`src/rtl/vl_setup_pkg.sv`:
```
package vl_setup_pkg;

  // Field widths of the decoded header
  localparam int unsigned VLS_FIELD_W = 6;
  localparam int unsigned VLS_AW      = 5;
  localparam int unsigned VLS_SUBVL_W = 2;

  typedef enum logic [1:0] {
    PH_IDLE,
    PH_FETCH,
    PH_COMMIT
  } vls_phase_e;

  typedef struct packed {
    logic                   force_set;
    logic                   from_reg;
    logic [VLS_FIELD_W-1:0] len_field;
    logic [VLS_AW-1:0]      dest;
    logic [VLS_SUBVL_W-1:0] subvl;
  } vls_cmd_t;

endpackage

```
`src/rtl/vl_src_fetch.sv`:
```
module vl_src_fetch #(
  parameter int unsigned XLEN = 64,
  parameter int unsigned AW   = 5
) (
  input  logic            clk,
  input  logic            rst,
  input  logic            launch,
  input  logic [AW-1:0]   src_idx,
  input  logic            rd_ack,
  input  logic [XLEN-1:0] rd_data,
  output logic            rd_req,
  output logic [AW-1:0]   rd_addr,
  output logic            got,
  output logic [XLEN-1:0] value
);

  always_ff @(posedge clk) begin
    if (rst) begin
      rd_req  <= 1'b0;
      rd_addr <= '0;
      got     <= 1'b0;
      value   <= '0;
    end else begin
      got <= 1'b0;
      if (launch) begin
        rd_req  <= 1'b1;
        rd_addr <= src_idx;
      end else if (rd_req && rd_ack) begin
        rd_req <= 1'b0;
        got    <= 1'b1;
        value  <= rd_data;
      end
    end
  end

endmodule

```
`src/rtl/vl_len_calc.sv`:
```
module vl_len_calc #(
  parameter int unsigned XLEN    = 64,
  parameter int unsigned VLW     = 7,
  parameter int unsigned FIELD_W = 6
) (
  input  logic               force_set,
  input  logic               from_reg,
  input  logic [FIELD_W-1:0] len_field,
  input  logic [XLEN-1:0]    reg_value,
  input  logic [VLW-1:0]     maxvl_cur,
  output logic [VLW-1:0]     next_vl,
  output logic [VLW-1:0]     next_maxvl
);

  localparam int unsigned PADW = XLEN - VLW;

  logic [VLW-1:0]  imm_short;
  logic [VLW-1:0]  imm_long;
  logic [XLEN-1:0] candidate;
  logic [XLEN-1:0] cap;

  always_comb begin
    imm_short = {{(VLW-FIELD_W+1){1'b0}}, len_field[FIELD_W-2:0]} + {{(VLW-1){1'b0}}, 1'b1};
    imm_long  = {{(VLW-FIELD_W){1'b0}}, len_field} + {{(VLW-1){1'b0}}, 1'b1};
    cap       = {{PADW{1'b0}}, maxvl_cur};
    candidate = from_reg ? reg_value : {{PADW{1'b0}}, imm_short};
    if (force_set) begin
      next_vl    = imm_long;
      next_maxvl = imm_long;
    end else begin
      next_maxvl = maxvl_cur;
      if (candidate > cap) next_vl = maxvl_cur;
      else                 next_vl = candidate[VLW-1:0];
    end
  end

endmodule

```
`src/rtl/vl_arch_state.sv`:
```
module vl_arch_state #(
  parameter int unsigned XLEN        = 64,
  parameter int unsigned VLW         = 7,
  parameter int unsigned AW          = 5,
  parameter int unsigned SW          = 2,
  parameter int unsigned RESET_VL    = 1,
  parameter int unsigned RESET_MAXVL = 64
) (
  input  logic            clk,
  input  logic            rst,
  input  logic            commit,
  input  logic [VLW-1:0]  next_vl,
  input  logic [VLW-1:0]  next_maxvl,
  input  logic [SW-1:0]   next_subvl,
  input  logic [AW-1:0]   dest,
  output logic [VLW-1:0]  vl,
  output logic [VLW-1:0]  maxvl,
  output logic [SW-1:0]   subvl,
  output logic            done,
  output logic            wb_en,
  output logic [AW-1:0]   wb_addr,
  output logic [XLEN-1:0] wb_data
);

  always_ff @(posedge clk) begin
    if (rst) begin
      vl      <= VLW'(RESET_VL);
      maxvl   <= VLW'(RESET_MAXVL);
      subvl   <= '0;
      done    <= 1'b0;
      wb_en   <= 1'b0;
      wb_addr <= '0;
      wb_data <= '0;
    end else begin
      done  <= commit;
      wb_en <= commit && (dest != '0);
      if (commit) begin
        vl      <= next_vl;
        maxvl   <= next_maxvl;
        subvl   <= next_subvl;
        wb_addr <= dest;
        wb_data <= {{(XLEN-VLW){1'b0}}, next_vl};
      end
    end
  end

endmodule

```
`src/rtl/vl_setup_unit.sv`:
```
module vl_setup_unit
  import vl_setup_pkg::*;
#(
  parameter int unsigned XLEN        = 64,
  parameter int unsigned MAXVL_LIMIT = 64,
  parameter int unsigned RESET_VL    = 1,
  parameter int unsigned VLW         = $clog2(MAXVL_LIMIT + 1)
) (
  input  logic                   clk,
  input  logic                   rst,
  input  logic                   start,
  input  logic                   force_set,
  input  logic                   vl_from_reg,
  input  logic [VLS_FIELD_W-1:0] len_field,
  input  logic [VLS_AW-1:0]      vl_dest,
  input  logic [VLS_SUBVL_W-1:0] subvl_in,
  output logic                   rd_req,
  output logic [VLS_AW-1:0]      rd_addr,
  input  logic                   rd_ack,
  input  logic [XLEN-1:0]        rd_data,
  output logic [VLW-1:0]         vl,
  output logic [VLW-1:0]         maxvl,
  output logic [VLS_SUBVL_W-1:0] subvl,
  output logic                   wb_en,
  output logic [VLS_AW-1:0]      wb_addr,
  output logic [XLEN-1:0]        wb_data,
  output logic                   done
);

  vls_phase_e      phase;
  vls_cmd_t        cmd_q;
  logic            launch;
  logic            commit;
  logic            got;
  logic [XLEN-1:0] fetched;
  logic [VLW-1:0]  next_vl;
  logic [VLW-1:0]  next_maxvl;

  assign launch = (phase == PH_IDLE) && start && !force_set && vl_from_reg;
  assign commit = (phase == PH_COMMIT);

  always_ff @(posedge clk) begin
    if (rst) begin
      phase <= PH_IDLE;
      cmd_q <= '0;
    end else begin
      unique case (phase)
        PH_IDLE: if (start) begin
          cmd_q <= '{force_set: force_set, from_reg: vl_from_reg,
                     len_field: len_field, dest: vl_dest, subvl: subvl_in};
          phase <= (!force_set && vl_from_reg) ? PH_FETCH : PH_COMMIT;
        end
        PH_FETCH:  if (got) phase <= PH_COMMIT;
        PH_COMMIT: phase <= PH_IDLE;
        default:   phase <= PH_IDLE;
      endcase
    end
  end

  vl_src_fetch #(.XLEN(XLEN), .AW(VLS_AW)) u_fetch (
    .clk     (clk),
    .rst     (rst),
    .launch  (launch),
    .src_idx (len_field[VLS_AW-1:0]),
    .rd_ack  (rd_ack),
    .rd_data (rd_data),
    .rd_req  (rd_req),
    .rd_addr (rd_addr),
    .got     (got),
    .value   (fetched)
  );

  vl_len_calc #(.XLEN(XLEN), .VLW(VLW), .FIELD_W(VLS_FIELD_W)) u_calc (
    .force_set  (cmd_q.force_set),
    .from_reg   (cmd_q.from_reg),
    .len_field  (cmd_q.len_field),
    .reg_value  (fetched),
    .maxvl_cur  (maxvl),
    .next_vl    (next_vl),
    .next_maxvl (next_maxvl)
  );

  vl_arch_state #(
    .XLEN(XLEN), .VLW(VLW), .AW(VLS_AW), .SW(VLS_SUBVL_W),
    .RESET_VL(RESET_VL), .RESET_MAXVL(MAXVL_LIMIT)
  ) u_state (
    .clk        (clk),
    .rst        (rst),
    .commit     (commit),
    .next_vl    (next_vl),
    .next_maxvl (next_maxvl),
    .next_subvl (cmd_q.subvl),
    .dest       (cmd_q.dest),
    .vl         (vl),
    .maxvl      (maxvl),
    .subvl      (subvl),
    .done       (done),
    .wb_en      (wb_en),
    .wb_addr    (wb_addr),
    .wb_data    (wb_data)
  );

endmodule

```
`config.mk`:
```
export PLATFORM = sky130hd
export DESIGN_NAME = vl_setup_unit
export DESIGN_NICKNAME = d
export VERILOG_FILES = /design/src/rtl/vl_setup_pkg.sv /design/src/rtl/vl_src_fetch.sv /design/src/rtl/vl_len_calc.sv /design/src/rtl/vl_arch_state.sv /design/src/rtl/vl_setup_unit.sv
export SDC_FILE = /design/constraint.sdc
export NUM_CORES = 1
export LEC_CHECK = 0
export BUFFER_PORTS_ARGS = -buffer_cell sky130_fd_sc_hd__clkbuf_2
export CAP_MARGIN = 20
export CORE_AREA = 4 4 116 118
export CTS_BUF_LIST = sky130_fd_sc_hd__clkbuf_16
export DETAILED_ROUTE_END_ITERATION = 8
export DIE_AREA = 0 0 120 122
export PLACE_DENSITY = 0.76
export SLEW_MARGIN = 20
export SYNTH_ARGS = -nofsm -noshare
export SYNTH_HDL_FRONTEND = slang
export SYNTH_HIERARCHICAL = 1
export SYNTH_SLANG_ARGS = --single-unit
```
`constraint.sdc`:
```
create_clock -name clk -period 3.2 [get_ports clk]
set_clock_uncertainty 0.05 [all_clocks]
set_input_delay 0.64 -clock clk [delete_from_list [all_inputs] [get_ports clk]]
set_output_delay 0.64 -clock clk [all_outputs]
set_load 0.1 [all_outputs]
```
# After elaboration in Yosys (flattened, before gate mapping)
# Index checks and enable logic that the tools add are counted.
[word_totals] ff_bits=118
[classes] muxes=10 n_lt_le_gt_ge=1 bitwise=1 reduce_logical=15 n_eq_ne=4 addsub=2
[ops] operator="64-bit by 7-bit greater-than comparator with 1-bit output" n=1
[ops] operator="64-bit two-way mux" n=1
[ops] operator="7-bit two-way mux" n=2
[ops] operator="2-bit AND reduction" n=4
[ops] operator="6-bit by 1-bit adder with 7-bit output (second input constant)" n=1
[ops] operator="5-bit by 1-bit adder with 6-bit output (second input constant)" n=1
[ops] operator="1-bit logical AND" n=6
[ops] operator="2-bit two-way mux" n=3
[ops] operator="5-bit nonzero test" n=1
[ops] operator="2-bit one-hot mux with 2 select lines" n=1
[ops] operator="1-bit two-way mux" n=3
[ops] operator="2-bit by 1-bit equality test with 1-bit output (second input constant)" n=1
[ops] operator="2-bit equality test (second input constant)" n=1
[ops] operator="2-bit zero test" n=1
[ops] operator="2-bit by 1-bit inequality test with 1-bit output (second input constant)" n=1
[ops] operator="2-bit inequality test (second input constant)" n=1
[ops] operator="2-bit nonzero test" n=1
[ops] operator="2-bit OR reduction" n=1
[ops] operator="1-bit zero test" n=1
[ops] operator="1-bit inverter" n=1

# Logic depth before layout (Yosys ltp)
[depth] word_depth=6 ltp_mapped=13

# Modules after synthesis
# Netlist, hierarchy kept.
[by_module_without_submodules] mod="vl_src_fetch" cells_per_inst=302 n_inst=1 area_per_inst_um2=3114.2
[by_module_without_submodules] mod="vl_arch_state" cells_per_inst=140 n_inst=1 area_per_inst_um2=1311.3
[by_module_without_submodules] mod="vl_setup_unit" cells_per_inst=62 n_inst=1 area_per_inst_um2=668.1
[by_module_without_submodules] mod="vl_len_calc" cells_per_inst=96 n_inst=1 area_per_inst_um2=666.9

# Worst setup path after synthesis
# Ideal clock, no wire load.
[synth_timing] kind="register to register" start="register u_state.maxvl[5]" end="register u_state.vl[0]" path_stages_with_launch=10 n_path_buf=0 arrival_time_ns=2.947 path_slack_ns=0.083 path_cell_list="dfxtp_1 -> inv_1 -> ha_1 -> a21o_1 -> a221oi_1 -> nand3_1 -> a22oi_4 -> mux2i_1 -> a21bo_1 -> a211o_1"
[synth_via] elab_chain_cells=3
[synth_rtl] element="start, declared" line_no="vl_arch_state.sv:17" text="output logic [VLW-1:0] maxvl,"
[synth_rtl] element="start signal, assigned" line_no="vl_arch_state.sv:28" text="maxvl <= VLW'(RESET_MAXVL);"
[synth_rtl] element="start signal, assigned" line_no="vl_arch_state.sv:39" text="maxvl <= next_maxvl;"
[synth_rtl] element="64-bit by 7-bit greater-than comparator with 1-bit output" line_no="vl_len_calc.sv:32" text="if (candidate > cap) next_vl = maxvl_cur;"
[synth_rtl] element="7-bit two-way mux" line_no="vl_len_calc.sv:32"
[synth_rtl] element="7-bit two-way mux" line_no="vl_len_calc.sv:27" text="if (force_set) begin"
[synth_rtl] element="via next_vl[0]" line_no="vl_setup_unit.sv:36" text="logic [VLW-1:0] next_vl;"
[synth_rtl] element="end signal, assigned" line_no="vl_arch_state.sv:27" text="vl <= VLW'(RESET_VL);"
[synth_rtl] element="end signal, assigned" line_no="vl_arch_state.sv:38" text="vl <= next_vl;"
[synth_rtl] element="end, declared" line_no="vl_arch_state.sv:16" text="output logic [VLW-1:0] vl,"
# The timed path passes the listed nets, and every way through them passes these cells.
# A chain may end at the register's enable or synchronous reset.

# Final worst setup path
[layout_timing] start="register cmd_q[7] (netlist name)" end="register u_state.vl[0]"
[layout_via] elab_chain_cells=5
[layout_rtl] element="start, declared" line_no="vl_setup_unit.sv:31" text="vls_cmd_t cmd_q;"
[layout_rtl] element="start signal, assigned" line_no="vl_setup_unit.sv:49" text="cmd_q <= '{force_set: force_set, from_reg: vl_from_reg,"
[layout_rtl] element="5-bit by 1-bit adder with 6-bit output" line_no="vl_len_calc.sv:23" text="imm_short = {{(VLW-FIELD_W+1){1'b0}}, len_field[FIELD_W-2:0]} + {{(VLW-1){1'b0}}, 1'b1};"
[layout_rtl] element="64-bit two-way mux" line_no="vl_len_calc.sv:26" text="candidate = from_reg ? reg_value : {{PADW{1'b0}}, imm_short};"
[layout_rtl] element="64-bit by 7-bit greater-than comparator with 1-bit output" line_no="vl_len_calc.sv:32"
[layout_rtl] element="7-bit two-way mux" line_no="vl_len_calc.sv:32"
[layout_rtl] element="7-bit two-way mux *" line_no="vl_len_calc.sv:27"
[layout_rtl] element="via next_vl[0]" line_no="vl_setup_unit.sv:36"
# Mark *: on every way through the listed nets, which the timed path passes. The rest lies on a longest branch.

==> flow_summary.ini <==
[floorplanning]
fp.dieH_um = 122
rows = 41
dieArea_mm2 = 0.01464
die_x_um = 120
pin_count = 176
coreArea_mm2 = 0.01247
start_util = 0.4621

[status]
status = finished, final reports clean

[pwr]
power.leakage_nw = 2.746
max-vdd-ir-drop_mv = 0.2311
power.density_mw_per_mm2 = 495.7

[global_route]
busiest_layer = met2
globalRouteMet2Util = 0.2722
grt_pass1_vias = 4068
grt_max_degree = 85
track_usage = 0.1624
grtUsageMet3 = 0.02925
grt.overflow.total = 0
met1_usage = 0.2080
antenna_found_initial = 0
grt_pass1_wl_um = 19290

[sta]
finalSetupViolCount = 0
relSlewSlack = 0.5406
fin_hold_ws_ns = 0.4200
fin_crit_sh = 0.9852
max_slew.worst_pin.slew_ns = 0.6890
hold_viol_final = 0
timing.final.max_slew_violations = 0
fin_crit_ns = 3.153
fmax_mhz = 317.2

[clocking]
clkSinkCount = 112
cts_buffers = 9
clock-root-buffer = clkbuf_16
clock_latency_ns = 0.34
clk_path_buf_depth = 2
htree_levels = 3
path_clk_slew_ns = 0.07
cts_tree = built
hold_buffers = 0

[place]
dp_hpwl_um = 8968
port_buffers = 118
routabilityCongestion = 0.8253
placed_cells = 857

[synth]
seq_area_frac_synth = 0.3892
synthFlopType = dfxtp_1
syn_area_per_cell_um2 = 9.601
synth_edf_count = 0
synthArstFlopShare = 0
synth_warnings = 6
syn_inst = 600
ys_ff_latch = 112
synth.distinct_cells = 47
synth_area_mm2 = 0.005761

[cells_and_area]
final_nets = 790
drive_above_1_share = 0.2279
syn2layout_area_growth_pct = 12.42
antennaDiodeCount = 0
final_util = 0.5195
fin_cells = 874

[drt]
wl_um = 11850
drtIter0Drc = 178
vias = 4084
drtPass1Iterations = 4
wl_per_cell_um = 13.56
ant_nets = 0
via_per_inst = 4.673
drcViolationCount = 0

[worst_hold_path]
hold_path_class = flop to flop

[critical_path]
slowest_delay_ns = 0.38
cpMaxStageDelayCell = dfxtp_4
r2r-start = cmd_q[7]
cp_common_cell = nand3_1
ff2ff_setup_slack_ns = 0.05
path_cells = ha_2 > nand3_1 > xnor2_1 > mux2_2 > ha_1 > a21o_1 > a221oi_2 > nand3_1 > a22oi_4 > buf_4 > mux2i_1 > a21bo_1 > a211o_1
r2r_cells = 13
setup.worst_path.start = cmd_q[7]
endpoint = u_state/vl[0]
crit_type = flop to flop
critPathRequiredTime_ns = 3.39
timing.rr.end = u_state/vl[0]
startpoint_type = flop
crit_fanout = 6
worst_setup_path_end_kind = flop
arrival_ns = 3.34

[flow_run]
max-cap-violations = 0
-- worst max-delay path, delay by kind of cell (launching register included) --
kind,cells,cell delay (ns)
compound gates,5,1.21
fa+ha+maj,2,0.39
flops,1,0.38
mux,2,0.38
simple gates,2,0.29
xor+xnor,1,0.18
buf+inv,1,0.15
-- cells in the mapped netlist (all sizes together) (2+ instances only) --
library cell | number | area, um2
and2b | 2 | 17.52
nor2b | 5 | 31.28
xnor2 | 2 | 17.52
nand2 | 6 | 22.52
nor4 | 14 | 93.84
nand4 | 4 | 25.02
o21ai | 7 | 35.03
buf | 79 | 631.9
dfxtp | 112 | 2242
nand2b | 131 | 819.5
mux2 | 4 | 45.04
mux2i | 111 | 1111
a21oi | 10 | 53.80
inv | 11 | 41.29
xor2 | 2 | 17.52
a22oi | 2 | 28.78
or4 | 2 | 18.77
clkbuf | 20 | 76.32
nand3 | 5 | 25.02
a211o | 2 | 17.52
nor3 | 2 | 10.01
nor2 | 45 | 168.9
ha | 8 | 100.1
-- what timing repair did --
item                                    in CTS  in global routing
endpoints found under the setup margin       5                  7
buffers inserted                             0                  3
pin swaps                                    0                  3
gates resized for setup                      1                  4
-- metrics by stage --
| stage | setup slack [ns] | area [um2] | total power (W) | TNS [ns] |
|---|---|---|---|---|
| 6_report | 0.04747 | 6476 | 0.003210 | 0 |
| 5_1_grt | -0.05059 | 6476 | 0.003354 | -0.08808 |
| 4_1_cts | 0.03705 | 6446 | 0.003244 | 0 |
| 3_5_place_dp | -0.05725 | 6187 | 0.002242 | -0.1643 |
| 3_3_place_gp | 0.1424 | 6187 | 0.002233 | 0 |
| 2_1_floorplan | 0.08339 | 5971 | 0.002182 | 0 |
-- placed cells by master (no fill, tap or decap), types with 3 or more instances in the layout --
cell type / synthesis / layout
a21oi_1: 9 / 9
buf_12: 1 / 3
buf_4: 67 / 11
clkbuf_16: 0 / 9
clkbuf_2: 1 / 117
conb_1: 1 / 57
dfxtp_1: 112 / 110
ha_1: 8 / 7
inv_1: 11 / 12
mux2_2: 4 / 4
mux2i_1: 111 / 111
nand2_1: 6 / 6
nand2b_1: 131 / 131
nand3_1: 5 / 5
nand4_1: 4 / 4
nor2_1: 45 / 45
nor2b_1: 5 / 5
nor4_1: 13 / 13
o21ai_0: 4 / 4
o21ai_1: 3 / 3
-- how the worst min path moves through the flow --
stage | start | to | slack [ns] | cells past startpoint
finish | u_fetch/value[46] | u_fetch/value[46] | 0.42 | 2
global route | u_fetch/value[34] | u_fetch/value[34] | 0.44 | 2
CTS | u_fetch/value[8] | u_fetch/value[8] | 0.43 | 2
detailed placement | u_fetch/value[39] | u_fetch/value[39] | 0.41 | 2
global placement | u_fetch/value[19] | u_fetch/value[19] | 0.41 | 2
floorplan | u_fetch/value[6] | u_fetch/value[6] | 0.39 | 2
-- area by class of cell --
| cell class | instances | area, um2 |
|---|---|---|
| well taps | 172 | 215.2 |
| fillers | 1169 | 5989 |
| flip-flops and latches | 112 | 2247 |
| inverters | 11 | 41.29 |
| multi-input cells | 434 | 2992 |
| clock inverters | 5 | 27.53 |
| clock buffers | 9 | 225.2 |
| repair buffers | 131 | 728.2 |
-- state kept, by name, summed over array words and instances, names as in the netlist, 2 cells and up --
signal,cells
u_fetch/value,64
cmd_q,15
u_state/maxvl,7
u_state/vl,7
u_fetch/rd_addr,5
u_state/wb_addr,5
phase,2
u_state/subvl,2
-- power breakdown --
group | internal (W) | total, W | switching, W
Combinational | 0.000193 | 0.000756 | 0.000563
Clock | 0.000513 | 0.000991 | 0.000479
Sequential | 0.00143 | 0.00146 | 0.0000315
-- cell families (layout without fill, tap and decap cells) --
family,after synthesis,in the layout,share of synthesized area
AOI/OAI and AO/OA,29,29,0.03476
xor gates and xnor gates,4,4,0.006083
adders and majority gates,8,8,0.01738
buffers and inverters,110,156,0.1301
DFF,112,112,0.3892
muxes,115,115,0.2007
other,1,57,0.0006510
and+or+nand+nor,221,221,0.2211
-- layer usage --
layer | part of all wire | vias up
met1 | 0.45 | 1876
met2 | 0.48 | 122
li1 | - | 2067
met4 | 0.022 | 0
met3 | 0.049 | 19
met5 | 0 | -
(Power assumes the default switching activity.)
